`src/rtl/fm_pkg.sv`:
```
package fm_pkg;
  // Timebase events handed from the divider to the gate sequencer.
  typedef struct packed {
    logic rise;   // last clock of the period: timebase rises at the next edge
    logic fall;   // last clock of the high half: timebase falls at the next edge
    logic high;   // timebase level
  } tb_evt_t;
endpackage

```
`src/rtl/fm_rst_sync.sv`:
```
module fm_rst_sync (
  input  logic clk_i,
  input  logic rst_ni,
  output logic rst_no
);
  logic [1:0] stage_q;

  always_ff @(posedge clk_i or negedge rst_ni) begin
    if (!rst_ni) stage_q <= 2'b00;
    else         stage_q <= {stage_q[0], 1'b1};
  end

  assign rst_no = stage_q[1];
endmodule

```
`src/rtl/fm_timebase.sv`:
```
module fm_timebase #(
  parameter int HALF_CYC = 600000
) (
  input  logic            clk_i,
  input  logic            rst_ni,
  output fm_pkg::tb_evt_t evt_o
);
  localparam int PER_CYC = 2 * HALF_CYC;
  localparam int CW      = $clog2(PER_CYC);
  localparam logic [CW-1:0] LAST  = CW'(PER_CYC - 1);
  localparam logic [CW-1:0] HLAST = CW'(HALF_CYC - 1);
  localparam logic [CW-1:0] HALF  = CW'(HALF_CYC);

  logic [CW-1:0] cnt_q, cnt_d;

  always_comb begin
    if (cnt_q == LAST) cnt_d = '0;
    else               cnt_d = cnt_q + 1'b1;
  end

  always_ff @(posedge clk_i or negedge rst_ni) begin
    if (!rst_ni) cnt_q <= '0;
    else         cnt_q <= cnt_d;
  end

  assign evt_o.rise = (cnt_q == LAST);
  assign evt_o.fall = (cnt_q == HLAST);
  assign evt_o.high = (cnt_q < HALF);

  assert_rise_in_low_half_R2: assert property (@(posedge clk_i) disable iff (!rst_ni)
    evt_o.rise |-> !evt_o.high);
  assert_high_after_rise_R2: assert property (@(posedge clk_i) disable iff (!rst_ni)
    evt_o.rise |=> evt_o.high);
endmodule

```
`src/rtl/fm_edge_sync.sv`:
```
module fm_edge_sync #(
  parameter int STAGES = 2
) (
  input  logic clk_i,
  input  logic rst_ni,
  input  logic async_i,
  output logic rise_o
);
  logic [STAGES:0] pipe_q, pipe_d;

  always_comb pipe_d = {pipe_q[STAGES-1:0], async_i};

  always_ff @(posedge clk_i or negedge rst_ni) begin
    if (!rst_ni) pipe_q <= '0;
    else         pipe_q <= pipe_d;
  end

  // The oldest stage holds the previous synchronized level.
  assign rise_o = pipe_q[STAGES-1] & ~pipe_q[STAGES];
endmodule

```
`src/rtl/fm_gate_counter.sv`:
```
module fm_gate_counter #(
  parameter int CNT_W = 32
) (
  input  logic             clk_i,
  input  logic             rst_ni,
  input  fm_pkg::tb_evt_t  tb_i,
  input  logic             pulse_i,
  output logic [CNT_W-1:0] result_o,
  output logic             irq_o
);
  logic             en_q, en_d;
  logic             load_q, load_d;
  logic [CNT_W-1:0] cnt_q, cnt_d;
  logic [CNT_W-1:0] res_q, res_d;
  logic             irq_q, irq_d;
  logic             latch;

  assign latch = tb_i.rise & en_q;

  always_comb begin
    en_d   = en_q;
    load_d = load_q;
    if (tb_i.rise) begin
      en_d   = ~en_q;
      load_d = en_q;
    end
  end

  always_comb begin
    cnt_d = cnt_q;
    if (load_q && !tb_i.high)  cnt_d = '0;
    else if (en_q && pulse_i)  cnt_d = cnt_q + 1'b1;
  end

  always_comb begin
    res_d = latch ? cnt_q : res_q;
    irq_d = irq_q;
    if (latch)                     irq_d = 1'b1;
    else if (tb_i.fall && load_q)  irq_d = 1'b0;
  end

  always_ff @(posedge clk_i or negedge rst_ni) begin
    if (!rst_ni) begin
      en_q   <= 1'b0;
      load_q <= 1'b1;
      cnt_q  <= '0;
      res_q  <= '0;
      irq_q  <= 1'b0;
    end else begin
      en_q   <= en_d;
      load_q <= load_d;
      cnt_q  <= cnt_d;
      res_q  <= res_d;
      irq_q  <= irq_d;
    end
  end

  assign result_o = res_q;
  assign irq_o    = irq_q;

  assert_phase_exclusive_R2: assert property (@(posedge clk_i) disable iff (!rst_ni)
    en_q != load_q);
  assert_count_step_R3: assert property (@(posedge clk_i) disable iff (!rst_ni)
    en_q |=> (cnt_q == $past(cnt_q)) || (cnt_q == $past(cnt_q) + 1'b1));
  assert_irq_on_latch_R4: assert property (@(posedge clk_i) disable iff (!rst_ni)
    latch |=> irq_o && (result_o == $past(cnt_q)));
  assert_irq_low_while_counting_R4: assert property (@(posedge clk_i) disable iff (!rst_ni)
    en_q |-> !irq_o);
  assert_result_hold_R7: assert property (@(posedge clk_i) disable iff (!rst_ni)
    !latch |=> $stable(result_o));
  assert_cleared_before_gate_R8: assert property (@(posedge clk_i) disable iff (!rst_ni)
    (tb_i.rise && !en_q) |-> cnt_q == '0);
endmodule

```
`src/rtl/fm_gated_meter.sv`:
```
module fm_gated_meter #(
  parameter int CLK_HZ   = 12000000,
  parameter int TB_HZ    = 10,
  parameter int HALF_CYC = CLK_HZ / (2 * TB_HZ),
  parameter int CNT_W    = 32,
  parameter int BUS_W    = 8,
  parameter int SEL_W    = 3
) (
  input  logic             clk_i,
  input  logic             rst_ni,
  input  logic             meas_i,
  input  logic [SEL_W-1:0] sel_i,
  output logic [BUS_W-1:0] data_o,
  output logic             irq_o
);
  localparam int NBYTES = CNT_W / BUS_W;
  localparam int IW     = $clog2(NBYTES);

  logic             rst_n;
  fm_pkg::tb_evt_t  tb_evt;
  logic             pulse;
  logic [CNT_W-1:0] result;
  logic [BUS_W-1:0] slice [NBYTES];

  fm_rst_sync u_rst (
    .clk_i (clk_i),
    .rst_ni(rst_ni),
    .rst_no(rst_n)
  );

  fm_timebase #(.HALF_CYC(HALF_CYC)) u_tb (
    .clk_i (clk_i),
    .rst_ni(rst_n),
    .evt_o (tb_evt)
  );

  fm_edge_sync #(.STAGES(2)) u_sync (
    .clk_i  (clk_i),
    .rst_ni (rst_n),
    .async_i(meas_i),
    .rise_o (pulse)
  );

  fm_gate_counter #(.CNT_W(CNT_W)) u_gate (
    .clk_i   (clk_i),
    .rst_ni  (rst_n),
    .tb_i    (tb_evt),
    .pulse_i (pulse),
    .result_o(result),
    .irq_o   (irq_o)
  );

  for (genvar b = 0; b < NBYTES; b++) begin : g_slice
    assign slice[b] = result[b*BUS_W +: BUS_W];
  end

  always_comb begin
    if (sel_i < SEL_W'(NBYTES)) data_o = slice[sel_i[IW-1:0]];
    else                        data_o = '0;
  end

  assert_sel_out_of_range_R6: assert property (@(posedge clk_i) disable iff (!rst_n)
    (sel_i >= SEL_W'(NBYTES)) |-> data_o == '0);
  assert_sel_low_byte_R5: assert property (@(posedge clk_i) disable iff (!rst_n)
    (sel_i == '0) |-> data_o == result[BUS_W-1:0]);
  assert_reset_quiet_R1: assert property (@(posedge clk_i)
    !rst_n |-> !irq_o);
endmodule

```
`config.mk`:
```
export PLATFORM = sky130hd
export DESIGN_NAME = fm_gated_meter
export DESIGN_NICKNAME = d
export VERILOG_FILES = /design/src/rtl/fm_pkg.sv /design/src/rtl/fm_rst_sync.sv /design/src/rtl/fm_timebase.sv /design/src/rtl/fm_edge_sync.sv /design/src/rtl/fm_gate_counter.sv /design/src/rtl/fm_gated_meter.sv
export SDC_FILE = /design/constraint.sdc
export NUM_CORES = 1
export LEC_CHECK = 0
export BUFFER_PORTS_ARGS = -buffer_cell sky130_fd_sc_hd__clkbuf_2
export CAP_MARGIN = 20
export CORE_UTILIZATION = 56
export DETAILED_ROUTE_END_ITERATION = 8
export PLACE_DENSITY = 0.76
export REMOVE_ABC_BUFFERS = 1
export SLEW_MARGIN = 20
export SYNTH_ARGS = -nofsm -noshare
export SYNTH_HDL_FRONTEND = slang
export SYNTH_SLANG_ARGS = --single-unit
```
`constraint.sdc`:
```
create_clock -name clk_i -period 2.53 [get_ports clk_i]
set_input_delay 0.253 -clock clk_i [delete_from_list [all_inputs] [get_ports clk_i]]
set_output_delay 0.253 -clock clk_i [all_outputs]
set_load 0.01 [all_outputs]
```
======== After elaboration in Yosys (flattened, before gate mapping) ========
Cells that the tools add are included.
storage, ports and cells
  bits of input ports ..................... 6
  word-level logic and storage cells ...... 35
  output and inout bits ................... 9
  register bits ........................... 93
operators by class
  add/subtract/negate cells ............... 2
  reduce and logical (&&, ||, !) cells .... 6
  magnitude comparators ................... 3
  equal/unequal tests ..................... 2
  bitwise gates (word level) .............. 5
  mux-type cells .......................... 9
operator list
  kind                                                                            number
  32-bit two-way mux                                                              2
  32-bit by 1-bit adder with 32-bit output, second input constant                 1
  8-bit two-way mux                                                               3
  21-bit by 1-bit adder with 21-bit output, second input constant                 1
  21-bit by 20-bit equality test with 1-bit output, second input constant         1
  21-bit equality test, second input constant                                     1
  21-bit by 20-bit less-than comparator with 1-bit output, second input constant  1
  21-bit two-way mux                                                              1
  8-bit binary-select mux with 2-bit select                                       1
  2-bit nonzero test                                                              2
  3-bit >= comparator, second input constant                                      1
  1-bit logical AND                                                               3
  3-bit less-than comparator, second input constant                               1
  2-bit NOT with 3-bit output                                                     1
  1-bit bitwise AND                                                               2
  1-bit two-way mux                                                               2
  1-bit NOT                                                                       2
  1-bit zero test                                                                 1

======== Logic depth before layout (Yosys ltp) ========
Gate-level depths: netlist of run 1.
  depth in word-level cells ............... 5
  depth in mapped cells ................... 7
  gate-level depth less buffers ........... 6

======== By module ========
From an unflattened synthesis of run 1, not the netlist that was laid out.
unflattened totals
  cell total of the unflattened synthesis .. 405
  area total of the unflattened synthesis .. 4634.4 um2
modules (own cells, without submodules)
  module           area an instance (um2)  seq. area each (um2)  cells each  times used
  fm_gate_counter  3036.7                  1677.9                264         1
  fm_timebase      1192.4                  525.5                 104         1
  fm_gated_meter   262.8                   0.0                   30          1
  fm_edge_sync     88.8                    75.1                  4           1
  fm_rst_sync      53.8                    50.0                  3           1

======== Worst setup path after synthesis of run 1 ========
Ideal clock, no wire load.
  kind .................................... reg2reg
  from .................................... reg u_tb.cnt_q[8]
  to ...................................... reg u_gate.res_q[0], in the netlist u_gate.result_o[0]
  required time ........................... 2.405 ns
  arrival time ............................ 1.917 ns
  setup time .............................. 0.125 ns
  slack ................................... 0.488 ns
  cell stages (with the launch flop) ...... 7
  path buffers ............................ 1
  clock period less this slack ............ 2.042 ns
  path through ............................ dfrtp_1 nand4_1 or4b_4 nor3_4 nand2_4 buf_6 mux2_4
between the ends
  longest elaborated chain between the ends .. 2
ends and longest elaborated chain
  item                      RTL line               source
  start: declaration        fm_timebase.sv:14      logic [CW-1:0] cnt_q, cnt_d;
  start signal: assignment  fm_timebase.sv:23      else cnt_q <= cnt_d;
  21-bit equality test      fm_timebase.sv:26      assign evt_o.rise = (cnt_q == LAST);
  1-bit bitwise AND         fm_gate_counter.sv:18  assign latch = tb_i.rise & en_q;
  end signal: assignment    fm_gate_counter.sv:53  res_q <= res_d;
  end: declaration          fm_gate_counter.sv:14  logic [CNT_W-1:0] res_q, res_d;
Every way passes these cells.
A chain may end at the register's enable or synchronous reset.

======== Final worst setup path of run 1 ========
  from .................................... reg u_tb.cnt_q[8]
  to ...................................... reg u_gate.res_q[22], in the netlist u_gate.result_o[22]
Same word-level chain as after synthesis.

==> results of run 1 <==
## sequential cells by signal, summed over array words and instances, names as in the netlist
| register | cells |
|---|---|
| u_gate.cnt_q | 32 |
| u_gate.en_q | 1 |
| u_gate.irq_o | 1 |
| u_gate.load_q | 1 |
| u_gate.result_o | 32 |
| u_rst.stage_q | 2 |
| u_sync.pipe_q | 3 |
| u_tb.cnt_q | 21 |
## metal layers
| metal | GRT usage [%] | up-vias | part of all wire, % |
|---|---|---|---|
| met5 | 0 | - | 0 |
| met4 | 7.93 | 0 | 1.4 |
| met3 | 5.64 | 10 | 3.6 |
| met2 | 33.6 | 60 | 47 |
| met1 | 32.1 | 1406 | 48 |
| li1 | - | 1322 | - |
## how the worst min path moves through the flow
stage | slack (ns) | start | end | depth (start not counted)
2_1_floorplan | -0.04 | rst_ni | u_rst.stage_q[0] | 0
3_3_place_gp | 0.04 | rst_ni | u_rst.stage_q[0] | 1
3_5_place_dp | 0.04 | rst_ni | u_rst.stage_q[0] | 1
4_1_cts | 0.19 | rst_ni | u_rst.stage_q[1] | 2
5_1_grt | 0.18 | rst_ni | u_rst.stage_q[1] | 2
6_report | 0.21 | rst_ni | u_rst.stage_q[1] | 2
## power breakdown
group	internal (W)	total (W)	switching, W
registers	0.00149	0.00151	0.0000177
clock network	0.000486	0.000998	0.000513
logic	0.0000128	0.0000331	0.0000202
total	0.00199	0.00254	0.000551
## timing repair
action,CTS,global route
setup buffers,0,0
hold buffers,2,0
hold endpoints to repair,3,0
## cell families (layout without fill, tap and decap cells)
logic type | Yosys count | in the layout | synth area share, %
fa+ha+maj | 2 | 2 | 0.571
simple gates | 150 | 150 | 18.3
buf+inv | 15 | 45 | 1.91
mux | 41 | 41 | 15.0
flops | 93 | 93 | 53.1
xor+xnor | 47 | 47 | 9.39
other cells | 1 | 1 | 0.0856
compound gates | 13 | 13 | 1.68
## stage by stage
stage | std cells | TNS (ns) | hold slack, ns | area (um^2)
2_1_floorplan | 350 | -22.55 | -0.0426 | 4310
3_3_place_gp | 473 | 0 | 0.0392 | 4610
3_5_place_dp | 473 | 0 | 0.0412 | 4610
4_1_cts | 491 | 0 | 0.188 | 4830
5_1_grt | 491 | 0 | 0.180 | 4830
6_report | 491 | 0 | 0.208 | 4830
## cell usage in the layout, fill, tap and decap left out, types with 2 or more instances in the layout
| master | count |
|---|---|
| mux2_2 | 4 |
| and3_1 | 7 |
| inv_1 | 3 |
| dfrtp_1 | 91 |
| xor2_1 | 34 |
| or3_1 | 4 |
| ha_1 | 2 |
| nand4_1 | 17 |
| nand2_1 | 18 |
| dlygate4sd3_1 | 2 |
| clkbuf_8 | 10 |
| nor4_1 | 4 |
| nor3_1 | 2 |
| xnor2_1 | 13 |
| mux2_4 | 28 |
| clkinv_4 | 2 |
| clkbuf_2 | 14 |
| nor2_1 | 45 |
| buf_12 | 2 |
| or4_1 | 2 |
| nand3_1 | 26 |
| nand3b_1 | 2 |
| nor2b_1 | 10 |
| o21ai_0 | 7 |
| and4_1 | 2 |
| buf_4 | 8 |
| a21oi_1 | 3 |
| mux4_2 | 8 |
## layout make-up
cell class              count  share of cell area, %
clock buffers              11                   2.93
clock inverters             5                   1.24
inverters                   3                  0.233
multi-input cells         254                   40.8
flip-flops and latches     93                   48.3
well taps                  99                   2.56
repair buffers             26                   3.94
==> results.py, run 1 <==
metrics = {
    "synth": {
        "yosys.area.top_type": "dfrtp_1",
        "netlist_instances": 362,
        "yosysSeqAreaShare_pct": 53.1,
        "syn_area_um2": 4380,
        "synth_edf_count": 0,
        "ys.flop_type": "dfrtp_1",
        "synth_seq_cells": 93,
        "synth_most_common_cell": "dfrtp_1",
        "async_flop_share_pct": 100,
        "synthTopCellsByCount": "92 x dfrtp_1, 45 x nor2_1, 34 x xor2_1",
        "synth_warnings": 0,
        "yosys.area.top_type_share_pct": 52.5,
        "syn_avg_cell_area_um2": 12.1,
        "ys_top_cells_by_area": "dfrtp_1 53%, mux2_4 9.6%, xor2_1 6.8%",
        "synth_cell_type_count": 42,
    },
    "global_routing": {
        "grt_overflow": 0,
        "antenna_found_initial": 0,
        "grt_start_max_net_pins": 55,
        "track_usage_pct": 22.5,
        "grt_pass1_vias": 2775,
        "grt_pass1_wl_um": 14200,
    },
    "sta": {
        "rsz0062_at_grt": "no",
        "setup_ws_ns": 0.268,
        "relSlewSlack_pct": 52.7,
        "finalCriticalPeriod_ns": 2.26,
        "fin_skew_ns": 0.0123,
        "worst_pin_slew_ns": 0.709,
        "period_share_pct": 89.4,
        "slew_viol_final": 0,
        "hold_violations": 0,
        "clock.fmax_mhz": 442,
        "setup_viol": 0,
    },
    "worst_setup_path": {
        "critPathTopFamily": "simple AND/OR/NAND/NOR gates",
        "path_depth": 5,
        "r2r_cells": 5,
        "slowest_stage": "or4b_4",
        "worstPathMaxFanout": 34,
        "slowest_delay_ns": 0.53,
        "crit_arrival_ns": 2.51,
        "worst-path-buf-inv": 0,
        "crit_path_start_kind": "flip-flop",
        "criticalPathCategory": "flip-flop to flip-flop",
        "critPathRequiredTime_ns": 2.78,
        "r2r_start": "u_tb.cnt_q[8]",
        "crit_chain": "nand4_1, or4b_4, nor3_4, nand2_4, mux2_4",
        "startpoint": "u_tb.cnt_q[8]",
        "r2r_setup_slack_ns": 0.27,
        "r2r-end": "u_gate.result_o[22]",
        "critPathCaptureType": "flip-flop",
        "endpoint": "u_gate.result_o[22]",
    },
    "placement": {
        "pre_cts_slack_ns": 0.280,
        "place.gp.congestion": 0.819,
        "dp_hpwl_um": 5540,
        "io_buffers": 14,
    },
    "pwr": {
        "p_leak_nw": 2.39,
        "total_power_w": 0.00254,
        "p_per_area_nw_per_um2": 526,
        "vdd_drop_max_mv": 0.290,
    },
    "drt": {
        "wl_per_cell_um": 16.7,
        "drc": 0,
        "wirelength_um": 8190,
        "vias": 2798,
        "first_iter_violations": 155,
        "drt_pre_antenna_iters": 4,
        "ant_nets": 0,
        "via_per_inst": 5.70,
    },
    "floorplan": {
        "die_area_um2": 8180,
        "die_h_um": 90.5,
        "die_w_um": 90.5,
        "coreArea_um2": 7410,
        "initial_utilization_pct": 59.2,
        "ios": 15,
        "rows": 31,
    },
    "job": {
        "maxCapViolations": 0,
    },
    "clock_network": {
        "clockBufferDepth": 2,
        "htree_levels": 3,
        "path_clk_slew_ns": 0.09,
        "clk_latency_ns": 0.36,
        "cts_resized": 0,
        "clockRootBuffer": "clkbuf_8",
        "cts_tree": "built",
        "cts_num_sinks": 93,
        "cts_buffers": 9,
    },
    "layout": {
        "layout-drive-gt1-share_pct": 22.2,
        "fillers": 547,
        "layout.nets": 395,
        "multiInputGateArea_um2": 1970,
        "final_util_pct": 65.2,
        "regArea_um2": 2330,
        "n_antenna_cell": 0,
        "area_delta_synth_final_pct": 10.2,
    },
    "worst_hold_path": {
        "hp-class": "input pin to async pin",
    },
    "status": {
        "status": "completed",
    },
}
(Power assumes the default switching activity.)
==> inputs of run 2 (changes only) <==
==> constraint.sdc (replaced) <==
create_clock -name clk_i -period 1.9 [get_ports clk_i]
set_input_delay 0.19 -clock clk_i [delete_from_list [all_inputs] [get_ports clk_i]]
set_output_delay 0.19 -clock clk_i [all_outputs]
set_load 0.01 [all_outputs]
==> run 2 against run 1 <==
The run now ends with negative setup slack left. Final cell count up 8.1%. Register-to-register slack got worse by 0.49 ns. Via count up 9.6%. Global-route usage up 2.1 points. Design area grew 9.7%. Critical path depth increased by 2. Sequential cell count stayed put. Hold slack got worse by 0.069 ns. Critical path type unchanged. Highest routed layer unchanged.
==> results.py, run 2 (same netlist as run 1, synthesis figures left out) <==
metrics = {
    "status": {
        "status": "finished with violations",
        "failed_checks": "negative setup slack",
    },
    "worst_setup_path": {
        "crit_path_start_kind": "flip-flop",
        "r2r_setup_slack_ns": -0.22,
        "r2r_start": "u_tb.cnt_q[18]",
        "r2r-end": "u_gate.cnt_q[27]",
        "worstPathMaxFanout": 8,
        "crit_arrival_ns": 2.36,
        "critPathRequiredTime_ns": 2.14,
        "critPathCaptureType": "flip-flop",
        "r2r_cells": 7,
        "criticalPathCategory": "flip-flop to flip-flop",
    },
    "pwr": {
        "power.internal_w": 0.00287,
        "power.switching_w": 0.000722,
        "p_leak_nw": 2.65,
        "p_per_area_nw_per_um2": 678,
        "vdd_drop_max_mv": 0.532,
        "p_sw_share_pct": 20.1,
        "combPwrFrac_pct": 1.6,
        "power_frac_seq_pct": 55.6,
        "clockPowerShare_pct": 42.8,
    },
    "layout": {
        "area_delta_synth_final_pct": 20.9,
        "layout.nets": 436,
        "final_cells": 531,
        "n_antenna_cell": 0,
        "final_cell_mix": "91 x dfrtp_1, 43 x nor2_1, 42 x buf_4",
        "layout-drive-gt1-share_pct": 31.0,
        "final_common_cell": "dfrtp_1",
    },
    "drt": {
        "drt_pre_antenna_iters": 4,
        "met3WireLength_um": 366,
        "first_iter_violations": 199,
        "wl_per_cell_um": 18.1,
        "via_per_inst": 5.78,
        "wirelength_um": 9630,
        "ant_nets": 0,
        "drc": 0,
        "vias": 3067,
        "dr_wl_met2_um": 5090,
        "routed.top_layer": "met4",
        "wirelength_met1_um": 3950,
    },
    "global_routing": {
        "grt_pass1_wl_um": 15600,
        "grt_overflow": 0,
        "grt_pass1_vias": 3212,
        "track_usage_pct": 24.6,
        "antenna_found_initial": 0,
        "grt_start_max_net_pins": 46,
    },
    "floorplan": {
        "die_area_um2": 8180,
        "initial_utilization_pct": 59.2,
        "rows": 31,
        "die_w_um": 90.5,
        "die_h_um": 90.5,
        "coreArea_um2": 7410,
        "ios": 15,
    },
    "sta": {
        "fin_skew_ns": 0.0130,
        "hold_violations": 0,
        "setup_ws_ns": -0.220,
        "clock.fmax_mhz": 472,
        "finalCriticalPeriod_ns": 2.12,
        "period_share_pct": 112,
        "setup_viol": 58,
        "slew_viol_final": 0,
        "rsz0062_at_grt": "yes",
    },
    "placement": {
        "place.gp.congestion": 0.827,
        "io_buffers": 14,
        "dp_hpwl_um": 6210,
        "placed_cells": 503,
        "pre_cts_slack_ns": -0.138,
    },
    "clock_network": {
        "path_clk_slew_ns": 0.09,
        "clk_latency_ns": 0.37,
        "cts_buffers": 9,
        "clockRootBuffer": "clkbuf_8",
        "cts_num_sinks": 93,
        "htree_levels": 3,
        "cts_tree": "built",
        "clockBufferDepth": 2,
    },
    "job": {
        "maxCapViolations": 0,
    },
    "worst_hold_path": {
        "hp-class": "input pin to async pin",
    },
}
==> run 2: cell count changes in the layout (fill, tap and decap cells not counted), sizes merged <==
cell    previous run  this run
buf               10        49
clkinv             3         0
bufinv             1         3
clkbuf            25        27
==> run 2: what timing repair did <==
action	4_1_cts	5_1_grt
gates cloned	0	3
gates resized for setup	2	10
hold endpoints to repair	3	0
hold buffers	2	0
setup endpoints to repair	64	65
pin swaps	3	5
buffers inserted	2	6
==> run 2: how the worst max path moves through the flow <==
stage | startpoint | endpoint | slack, ns | cells past startpoint
after floorplan | u_rst.stage_q[1] | u_gate.cnt_q[0] | -0.88 | 0
after global placement | u_tb.cnt_q[17] | u_gate.cnt_q[5] | -0.06 | 6
after detailed placement | u_tb.cnt_q[17] | u_gate.cnt_q[7] | -0.14 | 6
after CTS | u_tb.cnt_q[17] | u_gate.cnt_q[7] | -0.16 | 6
after global routing | u_tb.cnt_q[18] | u_gate.cnt_q[27] | -0.27 | 7
final | u_tb.cnt_q[18] | u_gate.cnt_q[27] | -0.22 | 7
==> run 2: per-layer routing <==
metal  vias to the layer above  track usage (%)
li1                       1401                -
met1                      1558             30.1
met2                        88             41.7
met3                        20             6.40
met4                         0             9.68
met5                         -                0
==> run 2: metrics by stage <==
| stage | hold WS [ns] | TNS, ns | total power [W] | cell area [um^2] | utilization (%) |
|---|---|---|---|---|---|
| final | 0.140 | -6.53 | 0.00359 | 5300 | 71.5 |
| after detailed placement | -0.0227 | -5.21 | 0.00209 | 4860 | 65.6 |
| after floorplan | -0.106 | -112.97 | 0.00206 | 4310 | - |
| after CTS | 0.127 | -4.66 | 0.00362 | 5130 | 69.3 |
| after global routing | 0.138 | -11.41 | 0.00371 | 5300 | 71.5 |
| after global placement | -0.0237 | -2.47 | 0.00209 | 4860 | 65.6 |
==> run 2: critical path: stages (launching register included) <==
cell and delay, ns:
dfrtp_1 0.38, or2_1 0.25, or4_4 0.43, or3b_4 0.40
a21oi_4 0.18, buf_12 0.14, clkbuf_16 0.15, a21oi_1 0.05
==> run 2: layout make-up <==
type                       instances  area [um^2]
sequential                        93         2330
fill                             483         2110
multi-input combinational        254         2020
timing repair buffer              67          578
clock buffer                      11          131
tap                               99          124
clock inverter                     4         97.6
inverter                           3         11.3
==> run 2: power groups by stage <==
stage / combinational [W] / sequential (W) / clock [W]
after detailed placement: 0.0000567 / 0.00204 / 0
after global routing: 0.0000651 / 0.00200 / 0.00164
after floorplan: 0.00000739 / 0.00205 / 0
final: 0.0000575 / 0.00200 / 0.00154
after global placement: 0.0000558 / 0.00204 / 0
after CTS: 0.0000598 / 0.00200 / 0.00156
